`config.mk`:
```
export PLATFORM = sky130hd
export DESIGN_NAME = stat_guard
export DESIGN_NICKNAME = d
export VERILOG_FILES = /design/src/rtl/stat_pkg.sv /design/src/rtl/stat_wel.sv /design/src/rtl/stat_nv.sv /design/src/rtl/stat_window.sv /design/src/rtl/stat_guard.sv
export SDC_FILE = /design/constraint.sdc
export NUM_CORES = 1
export LEC_CHECK = 0
export ABC_AREA = 1
export BUFFER_PORTS_ARGS = -buffer_cell sky130_fd_sc_hd__buf_2
export CAP_MARGIN = 25
export CORE_AREA = 2 2 39 41
export CTS_CLUSTER_DIAMETER = 50
export CTS_CLUSTER_SIZE = 40
export DETAILED_ROUTE_END_ITERATION = 7
export DIE_AREA = 0 0 41 43
export MAX_ROUTING_LAYER = met4
export PLACE_DENSITY = 0.65
export SLEW_MARGIN = 5
export SYNTH_ARGS = -nofsm -noshare
export SYNTH_HDL_FRONTEND = slang
export SYNTH_SLANG_ARGS = --single-unit
export TNS_END_PERCENT = 20
```
`constraint.sdc`:
```
create_clock -name clk -period 1.1 [get_ports clk]
set_input_delay 0.055 -clock clk [delete_from_list [all_inputs] [get_ports clk]]
set_output_delay 0.055 -clock clk [all_outputs]
set_load 0.1 [all_outputs]
```
`src/rtl/stat_pkg.sv`:
```
// Package: shared field positions and the window level encoding for the
// status write-protect unit. Assumes an eight-bit status byte.
package stat_pkg;
    localparam int unsigned SB_LOCK = 7;
    localparam int unsigned SB_WIN1 = 3;
    localparam int unsigned SB_WIN0 = 2;
    localparam int unsigned SB_WEL  = 1;
    localparam int unsigned SB_BUSY = 0;

    typedef enum logic [1:0] {
        WIN_NONE    = 2'b00,
        WIN_QUARTER = 2'b01,
        WIN_HALF    = 2'b10,
        WIN_ALL     = 2'b11
    } win_t;
endpackage

```
`src/rtl/stat_wel.sv`:
```
// Module: write-enable latch. Set by a set pulse when idle, cleared by the
// clear pulse or the end of a write cycle. Assumes pulses are one cycle wide.
module stat_wel (
    input  logic clk,
    input  logic rst_n,
    input  logic set_p,
    input  logic clr_p,
    input  logic done_p,
    input  logic busy,
    output logic wel
);
    // Latch update: clear has priority over set.
    always_ff @(posedge clk) begin
        if (!rst_n)                 wel <= 1'b0;
        else if (clr_p || done_p)   wel <= 1'b0;
        else if (set_p && !busy)    wel <= 1'b1;
    end

    p_clear_wins_r3: assert property (@(posedge clk) disable iff (!rst_n)
        (clr_p || done_p) |=> !wel);
    p_set_idle_r3: assert property (@(posedge clk) disable iff (!rst_n)
        (set_p && !clr_p && !done_p && !busy) |=> wel);
    p_set_busy_r10: assert property (@(posedge clk) disable iff (!rst_n)
        (busy && !wel) |=> !wel);
endmodule

```
`src/rtl/stat_nv.sv`:
```
// Module: retained protection bits plus the pin-fall cancel tracker.
// The retained bits have no reset; their declaration value models the
// factory state. Assumes wp_n and cs_n are already synchronous to clk.
module stat_nv
    import stat_pkg::*;
(
    input  logic       clk,
    input  logic       rst_n,
    input  logic       cs_n,
    input  logic       wp_n,
    input  logic       commit,
    input  logic [7:0] data,
    input  logic       wel,
    input  logic       busy,
    output logic       lock_en,
    output win_t       win,
    output logic       hw_lock,
    output logic       commit_ok
);
    logic [2:0] nv_q = 3'b000;
    logic       wp_q;
    logic       cs_q;
    logic       cancel_q;
    logic       wp_fall;
    logic       frame_start;

    assign lock_en     = nv_q[2];
    assign win         = win_t'(nv_q[1:0]);
    assign hw_lock     = lock_en && !wp_n;
    assign wp_fall     = wp_q && !wp_n;
    assign frame_start = cs_q && !cs_n;
    assign commit_ok   = commit && wel && !busy && !hw_lock && !cancel_q;

    // Edge history of the pin and chip select.
    always_ff @(posedge clk) begin
        if (!rst_n) begin
            wp_q <= 1'b1;
            cs_q <= 1'b1;
        end else begin
            wp_q <= wp_n;
            cs_q <= cs_n;
        end
    end

    // Cancel flag: armed by a pin fall inside a frame, cleared at frame start.
    always_ff @(posedge clk) begin
        if (!rst_n)                   cancel_q <= 1'b0;
        else if (wp_fall && !cs_n)    cancel_q <= 1'b1;
        else if (frame_start)         cancel_q <= 1'b0;
    end

    // Retained bits: loaded only by an accepted commit, untouched by reset.
    always_ff @(posedge clk) begin
        if (rst_n && commit_ok)
            nv_q <= {data[SB_LOCK], data[SB_WIN1], data[SB_WIN0]};
    end

    p_nowel_r5: assert property (@(posedge clk) disable iff (!rst_n)
        (commit && !wel) |=> $stable(nv_q));
    p_locked_r6: assert property (@(posedge clk) disable iff (!rst_n)
        (commit && hw_lock) |=> $stable(nv_q));
    p_cancel_r7: assert property (@(posedge clk) disable iff (!rst_n)
        (commit && cancel_q) |=> $stable(nv_q));
    p_keep_r9: assert property (@(posedge clk)
        !rst_n |=> $stable(nv_q));
endmodule

```
`src/rtl/stat_window.sv`:
```
// Module: protected-window compare. The window starts at 3/4, 1/2 or 0 of
// DEPTH depending on the level. Assumes DEPTH is a power of two, at least 4.
module stat_window
    import stat_pkg::*;
#(
    parameter int unsigned DEPTH = 1024,
    localparam int unsigned AW   = $clog2(DEPTH)
) (
    input  logic [AW-1:0] addr,
    input  win_t          win,
    output logic          hit
);
    localparam logic [AW:0] QTR_BASE  = (AW+1)'((DEPTH / 4) * 3);
    localparam logic [AW:0] HALF_BASE = (AW+1)'(DEPTH / 2);

    logic [AW:0] addr_x;
    assign addr_x = {1'b0, addr};

    // Decode the level into a hit for this address.
    always_comb begin
        unique case (win)
            WIN_NONE:    hit = 1'b0;
            WIN_QUARTER: hit = (addr_x >= QTR_BASE);
            WIN_HALF:    hit = (addr_x >= HALF_BASE);
            default:     hit = 1'b1;
        endcase
    end
endmodule

```
`src/rtl/stat_guard.sv`:
```
// Module: top of the status write-protect unit. Forms the status byte and the
// two permission answers. Assumes the command engine supplies one-cycle pulses.
module stat_guard
    import stat_pkg::*;
#(
    parameter int unsigned DEPTH = 1024,
    localparam int unsigned AW   = $clog2(DEPTH)
) (
    input  logic          clk,
    input  logic          rst_n,
    input  logic          wel_set,
    input  logic          wel_clr,
    input  logic          cyc_done,
    input  logic          busy,
    input  logic          sr_commit,
    input  logic [7:0]    sr_data,
    input  logic          wp_n,
    input  logic          cs_n,
    input  logic [AW-1:0] arr_addr,
    output logic [7:0]    status_byte,
    output logic          stat_wr_ok,
    output logic          arr_wr_ok
);
    logic wel;
    logic lock_en;
    win_t win;
    logic hw_lock;
    logic commit_ok;
    logic win_hit;

    stat_wel u_wel (
        .clk(clk), .rst_n(rst_n), .set_p(wel_set), .clr_p(wel_clr),
        .done_p(cyc_done), .busy(busy), .wel(wel)
    );

    stat_nv u_nv (
        .clk(clk), .rst_n(rst_n), .cs_n(cs_n), .wp_n(wp_n),
        .commit(sr_commit), .data(sr_data), .wel(wel), .busy(busy),
        .lock_en(lock_en), .win(win), .hw_lock(hw_lock), .commit_ok(commit_ok)
    );

    stat_window #(.DEPTH(DEPTH)) u_win (
        .addr(arr_addr), .win(win), .hit(win_hit)
    );

    // Status byte assembly with reserved bits held at zero.
    always_comb begin
        status_byte          = 8'h00;
        status_byte[SB_LOCK] = lock_en;
        status_byte[SB_WIN1] = win[1];
        status_byte[SB_WIN0] = win[0];
        status_byte[SB_WEL]  = wel;
        status_byte[SB_BUSY] = busy;
    end

    assign stat_wr_ok = wel && !busy && !hw_lock;
    assign arr_wr_ok  = wel && !busy && !win_hit;

    p_all_locked_r8: assert property (@(posedge clk) disable iff (!rst_n)
        (win == WIN_ALL) |-> !arr_wr_ok);
    p_busy_deny_r10: assert property (@(posedge clk) disable iff (!rst_n)
        busy |-> (!stat_wr_ok && !arr_wr_ok));
    p_pin_lock_r6: assert property (@(posedge clk) disable iff (!rst_n)
        (!wp_n && status_byte[SB_LOCK]) |-> !stat_wr_ok);
    p_commit_unused_r4: assert property (@(posedge clk) disable iff (!rst_n)
        commit_ok |-> wel);
endmodule

```
==> results.sh, run 1 <==
export IMPL_run_status="finished with violations"
export IMPL_failed_checks="setup timing"
export IMPL_first_global_vias=287
export IMPL_synth_sequential_area_ratio=0.515
export IMPL_grt_start_max_net_pins=7
export IMPL_starting_density_of_the_core=0.239
export IMPL_routabilityCongestion=0.605
export IMPL_cell_area_power_density_nw_per_um2=1060
export IMPL_drcViolationCount=0
export IMPL_htree_num_levels=1
export IMPL_achievable_frequency_mhz=860
export IMPL_min_delay_path_class="primary input to flop"
export IMPL_number_of_buffers_added_by_the_clock_tree_synthesis_step=3
export IMPL_yosysWarningCount=0
export IMPL_finalCriticalPeriod_ns=1.16
export IMPL_area_growth_synth_to_final_pct=86.4
export IMPL_layout_filler_cells=140
export IMPL_met3WireLength_um=69
export IMPL_leakage_nw=0.304
export IMPL_design_die_area_um2=1760
export IMPL_routed_wl_um=652
export IMPL_gr_total_overflow=0
export IMPL_clk_transition_reported_paths_ns=0.05
export IMPL_syn_mean_instance_area_um2=8.06
export IMPL_hold_viol=0
export IMPL_drv_cap=0
export IMPL_antenna_found_initial=0
export IMPL_cts_buffer_depth=2
export IMPL_fin_setup_tns_ns=-0.0626
export IMPL_placementRows=14
export IMPL_post_drt_via_cell_ratio=3.87
export IMPL_timing_critical_path_arrival_ns=1.11
export IMPL_ir_worst_vdd_mv=0.425
export IMPL_compound_gate_fraction_of_synth_area=0.0303
export IMPL_yosys_cell_types_count=11
export IMPL_numPlacedInstances=75
export IMPL_setup_worst_path_end_class="primary output"
export IMPL_clockRootBuffer="clkbuf_4"
export IMPL_met2WireLength_um=326
export IMPL_gr_util_all_layers=0.0881
export IMPL_worst_path_max_fanout=3
export IMPL_timing_worst_setup_path_type="flop to primary output"
export IMPL_ys_seq_elements=7
export IMPL_final_layout_size_suffix_gt1_frac=0.515
export IMPL_final_critical_path_setup_slack_ns=-0.0626
export IMPL_tritoncts="yes"
export IMPL_synth_top_family_by_area="simple AND/OR/NAND/NOR gates"
export IMPL_m1WireLength_um=237
export IMPL_route_antenna_remaining_nets=0
export IMPL_maxUsedRoutingLayer="met4"
export IMPL_clkSinkCount=7
export IMPL_nets=96
export IMPL_gate_count_of_the_mapped_netlist=41
export IMPL_die_w_um=41
export IMPL_skew_ns=0.00264
export IMPL_drtPass1Iterations=2
export IMPL_synth_simple_gate_area_share=0.227
export IMPL_drt_iter0_markers=2
export IMPL_io_pins=37
export IMPL_synth_xor_area_share=0
export IMPL_synth_area_mux_share=0
export IMPL_fin_cells=84
export IMPL_dieHeight_um=43
export IMPL_adder_and_majority_gate_portion_of_the_synthesized_area=0
export IMPL_num_antenna_cells=0
export IMPL_crit_family="flip-flops"
export IMPL_cp_num_buf_inv=2
export IMPL_detail_route_wl_per_cell_um=7.76
export IMPL_finalSetupViolations=1
export IMPL_fin_hold_ws_ns=0.00824
export IMPL_rsz0062_at_grt="yes"
export IMPL_critPathRequiredTime_ns=1.04
export IMPL_syn_area_um2=330
export IMPL_cpPeakStageDelay_ns=0.41
export IMPL_design_core_area_um2=1380
export IMPL_drv_slew=0
export IMPL_worstPathCellList="inv_2 > a21oi_4 > nor2_4 > buf_12"
export IMPL_critPathSlowestCell="edfxtp_1"
export IMPL_layout_worst_path_cycle_share=1.06
export IMPL_worst_setup_path_start_kind="flop"
export IMPL_grt_pass1_wl_um=959
export IMPL_clock_latency_ns=0.25
export IMPL_port_buffers=20
export IMPL_dr_total_vias=325
report_power, final:
group	switching, W	internal (W)	total, W
Sequential	0.00000213	0.000278	0.000280
Clock	0.0000982	0.000139	0.000237
Combinational	0.0000940	0.0000389	0.000133
placed cells by master (no fill, tap or decap), types with 2 or more instances in the layout:
| cell | Yosys | layout |
|---|---|---|
| nand2_1 | 11 | 9 |
| buf_2 | 0 | 14 |
| buf_12 | 0 | 6 |
| clkbuf_4 | 0 | 3 |
| nor2_1 | 4 | 2 |
| dlygate4sd3_1 | 0 | 3 |
| buf_4 | 6 | 4 |
| inv_1 | 7 | 4 |
| dfxtp_1 | 4 | 4 |
| nand2_2 | 0 | 2 |
| inv_2 | 0 | 3 |
| conb_1 | 1 | 3 |
| edfxtp_1 | 3 | 3 |
Yosys cell counts:
cell	number	area, µm²
a21oi_1	2	10.0
nand4_1	1	6.26
edfxtp_1	3	90.1
nor2_1	4	15.0
nand2_1	11	41.3
nand3_1	1	5.00
inv_1	7	26.3
dfxtp_1	4	80.1
nand3b_1	1	7.51
buf_4	6	45.0
conb_1	1	3.75
sequential cells by signal, indices dropped and copies added (netlist names):
register,cells
u_nv.cancel_q,1
u_wel.wel,1
u_nv.nv_q,3
u_nv.wp_q,1
u_nv.cs_q,1
worst paths after layout:
check                                       startpoint                    endpoint  cells past startpoint  slack (ns)
worst max-delay path            u_nv.nv_q[1]$_DFFE_PP_                   arr_wr_ok                      4       -0.06
worst max register to register  u_nv.nv_q[2]$_DFFE_PP_      u_nv.nv_q[1]$_DFFE_PP_                      3        0.11
worst min-delay path                              cs_n        u_nv.cs_q$_SDFF_PN1_                      3       0.008
worst min register to register    u_nv.wp_q$_SDFF_PN1_  u_nv.cancel_q$_SDFFE_PN0P_                      2        0.46
layer usage:
metal  GRT usage  vias up
met5           -        -
met4      0.0800        0
met3      0.0366        2
met2       0.141       18
met1      0.0691      136
li1            -      169
cell families after synthesis:
group	count (synthesis)
compound gates	2
buf+inv	13
flops	7
other cells	1
simple gates	18
metrics by stage:
step | area [µm²] | util | setup WS, ns | power, W
final | 616 | 0.445 | -0.0626 | 0.000650
after floorplan | 345 | - | -0.473 | 0.000382
after global placement | 526 | 0.380 | 0.0536 | 0.000406
after CTS | 603 | 0.436 | -0.0727 | 0.000656
after detailed placement | 526 | 0.380 | 0.0459 | 0.000407
after global routing | 616 | 0.445 | -0.102 | 0.000679
cell type report:
type                            count  area, µm²  area share
Tap cell                           16       20.0      0.0325
Timing Repair Buffer               27        250       0.407
Sequential cell                     7        170       0.276
Clock buffer                        4       26.3      0.0427
Inverter                            7       26.3      0.0427
Multi-Input combinational cell     23        123       0.199
tightest hold or removal path: stages:
cell and delay (ns):
buf_2 0.08, inv_1 0.05, nand2_1 0.05
what timing repair did:
action,4_1_cts,5_1_grt
setup endpoints to repair,2,5
hold buffers,3,0
pin swaps,1,5
setup buffers,2,0
endpoints found under the hold margin,3,0
gates resized for setup,3,5
(Power assumes the default switching activity.)
==> inputs of run 2 (changes only) <==
PLACE_DENSITY = 0.67   (was 0.65)
clock period = 1 ns   (was 1.1 ns; I/O delays follow)
==> run 2 against run 1 <==
Effect of this change: the flow still finishes with violations (setup timing); total power increased by 10%; setup slack worse by 0.12 ns; worst hold slack worse by 0.0017 ns; critical endpoint unchanged.
==> results.sh, run 2 (same netlist as run 1, synthesis figures left out) <==
export IMPL_run_status="finished with violations"
export IMPL_failed_checks="setup timing"
export IMPL_rr_worst_depth=3
export IMPL_grt_pass1_wl_um=1100
export IMPL_worst_r2r_setup_slack_ns=-0.05
export IMPL_routed_wl_um=798
export IMPL_clk_transition_reported_paths_ns=0.05
export IMPL_routabilityCongestion=0.605
export IMPL_io_pins=37
export IMPL_number_of_buffers_added_by_the_clock_tree_synthesis_step=3
export IMPL_final_critical_path_setup_slack_ns=-0.181
export IMPL_layout_worst_path_cycle_share=1.18
export IMPL_drt_iter0_markers=3
export IMPL_drv_slew=0
export IMPL_tritoncts="yes"
export IMPL_drv_cap=0
export IMPL_route_antenna_remaining_nets=0
export IMPL_min_delay_path_class="primary input to flop"
export IMPL_cts_buffer_depth=2
export IMPL_htree_num_levels=1
export IMPL_leakage_nw=0.328
export IMPL_hold_viol=0
export IMPL_drcViolationCount=0
export IMPL_detail_route_wl_per_cell_um=9.17
export IMPL_skew_ns=0.000262
export IMPL_gr_total_overflow=0
export IMPL_cell_area_power_density_nw_per_um2=1090
export IMPL_num_antenna_cells=0
export IMPL_critPathRequiredTime_ns=0.95
export IMPL_drtPass1Iterations=2
export IMPL_fin_hold_ws_ns=0.00653
export IMPL_clock_latency_ns=0.25
export IMPL_starting_density_of_the_core=0.239
export IMPL_placed_cell_area_um2=556
export IMPL_design_area_um2=657
export IMPL_timing_critical_path_arrival_ns=1.13
export IMPL_antenna_found_initial=0
export IMPL_holdPathStages=3
export IMPL_area_growth_synth_to_final_pct=98.9
export IMPL_rsz0062_at_grt="yes"
export IMPL_power_frac_clock=0.360
export IMPL_gr_util_all_layers=0.0994
export IMPL_finalCriticalPeriod_ns=1.18
export IMPL_achievable_frequency_mhz=847
export IMPL_grt_start_max_net_pins=7
export IMPL_finalSetupViolations=6
export IMPL_ir_worst_vdd_mv=0.567
export IMPL_internal_power_w=0.000503
export IMPL_worst_setup_path_start_kind="flop"
export IMPL_timing_worst_setup_path_type="flop to primary output"
export IMPL_layout_filler_cells=133
export IMPL_crit_family="flip-flops"
export IMPL_combPwrFrac=0.209
export IMPL_cpPeakStageDelay_ns=0.43
export IMPL_register_share_of_total_power=0.431
export IMPL_worst_path_max_fanout=3
export IMPL_port_buffers=20
export IMPL_final_common_cell="buf_2"
export IMPL_dr_total_vias=346
export IMPL_dieHeight_um=43
export IMPL_detailed_place_hpwl_um=515
export IMPL_largest_register_ffs=3
export IMPL_register_with_the_highest_flop_count="u_nv.nv_q"
export IMPL_worst_hold_endpoint="u_nv.cs_q$_SDFF_PN1_"
export IMPL_clockRootBuffer="clkbuf_4"
export IMPL_design_die_area_um2=1760
export IMPL_die_w_um=41
export IMPL_post_drt_via_cell_ratio=3.98
export IMPL_dp_slack_ns=-0.0407
export IMPL_setup_worst_path_end_class="primary output"
export IMPL_final_layout_size_suffix_gt1_frac=0.563
export IMPL_cp_num_buf_inv=2
export IMPL_worstPathCellList="inv_2 > a21oi_2 > nor2_4 > buf_12"
export IMPL_layout_cells_most_common_list="buf_2 (14), nand2_1 (7), buf_12 (6)"
export IMPL_worstReg2RegEnd="u_nv.nv_q[1]$_DFFE_PP_"
export IMPL_nets=99
export IMPL_p_sw_frac=0.298
export IMPL_clkSinkCount=7
export IMPL_critPathSlowestCell="edfxtp_1"
export IMPL_finalCoreUtilization=0.475
export IMPL_first_global_vias=339
export IMPL_switching_power_w=0.000213
export IMPL_worst_r2r_startpoint="u_nv.nv_q[2]$_DFFE_PP_"
export IMPL_start_point_of_the_worst_hold_path="cs_n"
export IMPL_design_core_area_um2=1380
export IMPL_placementRows=14
run 2: metrics by stage:
step | power (W) | std cells | setup TNS, ns
2_1_floorplan | 0.000421 | 43 | -0.696
3_3_place_gp | 0.000448 | 79 | -0.115
6_report | 0.000716 | 87 | -0.642
4_1_cts | 0.000717 | 86 | -0.482
3_5_place_dp | 0.000449 | 79 | -0.122
5_1_grt | 0.000740 | 87 | -1.06
run 2: routing by layer:
metal	vias to the layer above	global-route usage	wire length, µm
met5	-	-	0
met4	0	0.0800	14
met3	2	0.0366	95
met2	18	0.188	453
met1	152	0.0557	235
li1	174	-	-
run 2: worst max-delay path by stage:
stage / startpoint / endpoint / slack [ns] / cells past startpoint
after floorplan: u_nv.nv_q[1]$_DFFE_PP_ / arr_wr_ok / -0.57 / 3
after detailed placement: u_nv.nv_q[2]$_DFFE_PP_ / u_nv.nv_q[1]$_DFFE_PP_ / -0.04 / 3
final: u_nv.nv_q[1]$_DFFE_PP_ / arr_wr_ok / -0.18 / 4
after global routing: u_nv.nv_q[2]$_DFFE_PP_ / stat_wr_ok / -0.21 / 5
after global placement: u_nv.nv_q[2]$_DFFE_PP_ / u_nv.nv_q[1]$_DFFE_PP_ / -0.04 / 3
after CTS: u_nv.nv_q[1]$_DFFE_PP_ / arr_wr_ok / -0.17 / 4
run 2: layout make-up:
type                    instances  area (µm²)  share of cell area
clock buffers                   4        26.3              0.0400
inverters                       7        28.8              0.0438
multi-input cells              23         123               0.187
flip-flops and latches          7         171               0.261
well taps                      16        20.0              0.0305
repair buffers                 30         288               0.438
run 2: worst register-to-register path, stage by stage (launching register included):
cell and delay, ns:
edfxtp_1 0.38, nand2_1 0.09, nand2_2 0.06, nor2_1 0.21
run 2: timing repair:
item                       4_1_cts  5_1_grt
setup endpoints to repair        7        8
pin swaps                        3        3
hold buffers                     3        0
setup buffers                    0        1
resized for setup                9        6
hold endpoints to repair         3        0
run 2: power groups by stage:
| stage | sequential (W) | clock, W | combinational [W] |
|---|---|---|---|
| 2_1_floorplan | 0.000315 | 0 | 0.000106 |
| 3_3_place_gp | 0.000314 | 0 | 0.000134 |
| 3_5_place_dp | 0.000314 | 0 | 0.000135 |
| 4_1_cts | 0.000309 | 0.000261 | 0.000148 |
| 5_1_grt | 0.000309 | 0.000272 | 0.000159 |
| 6_report | 0.000309 | 0.000258 | 0.000150 |
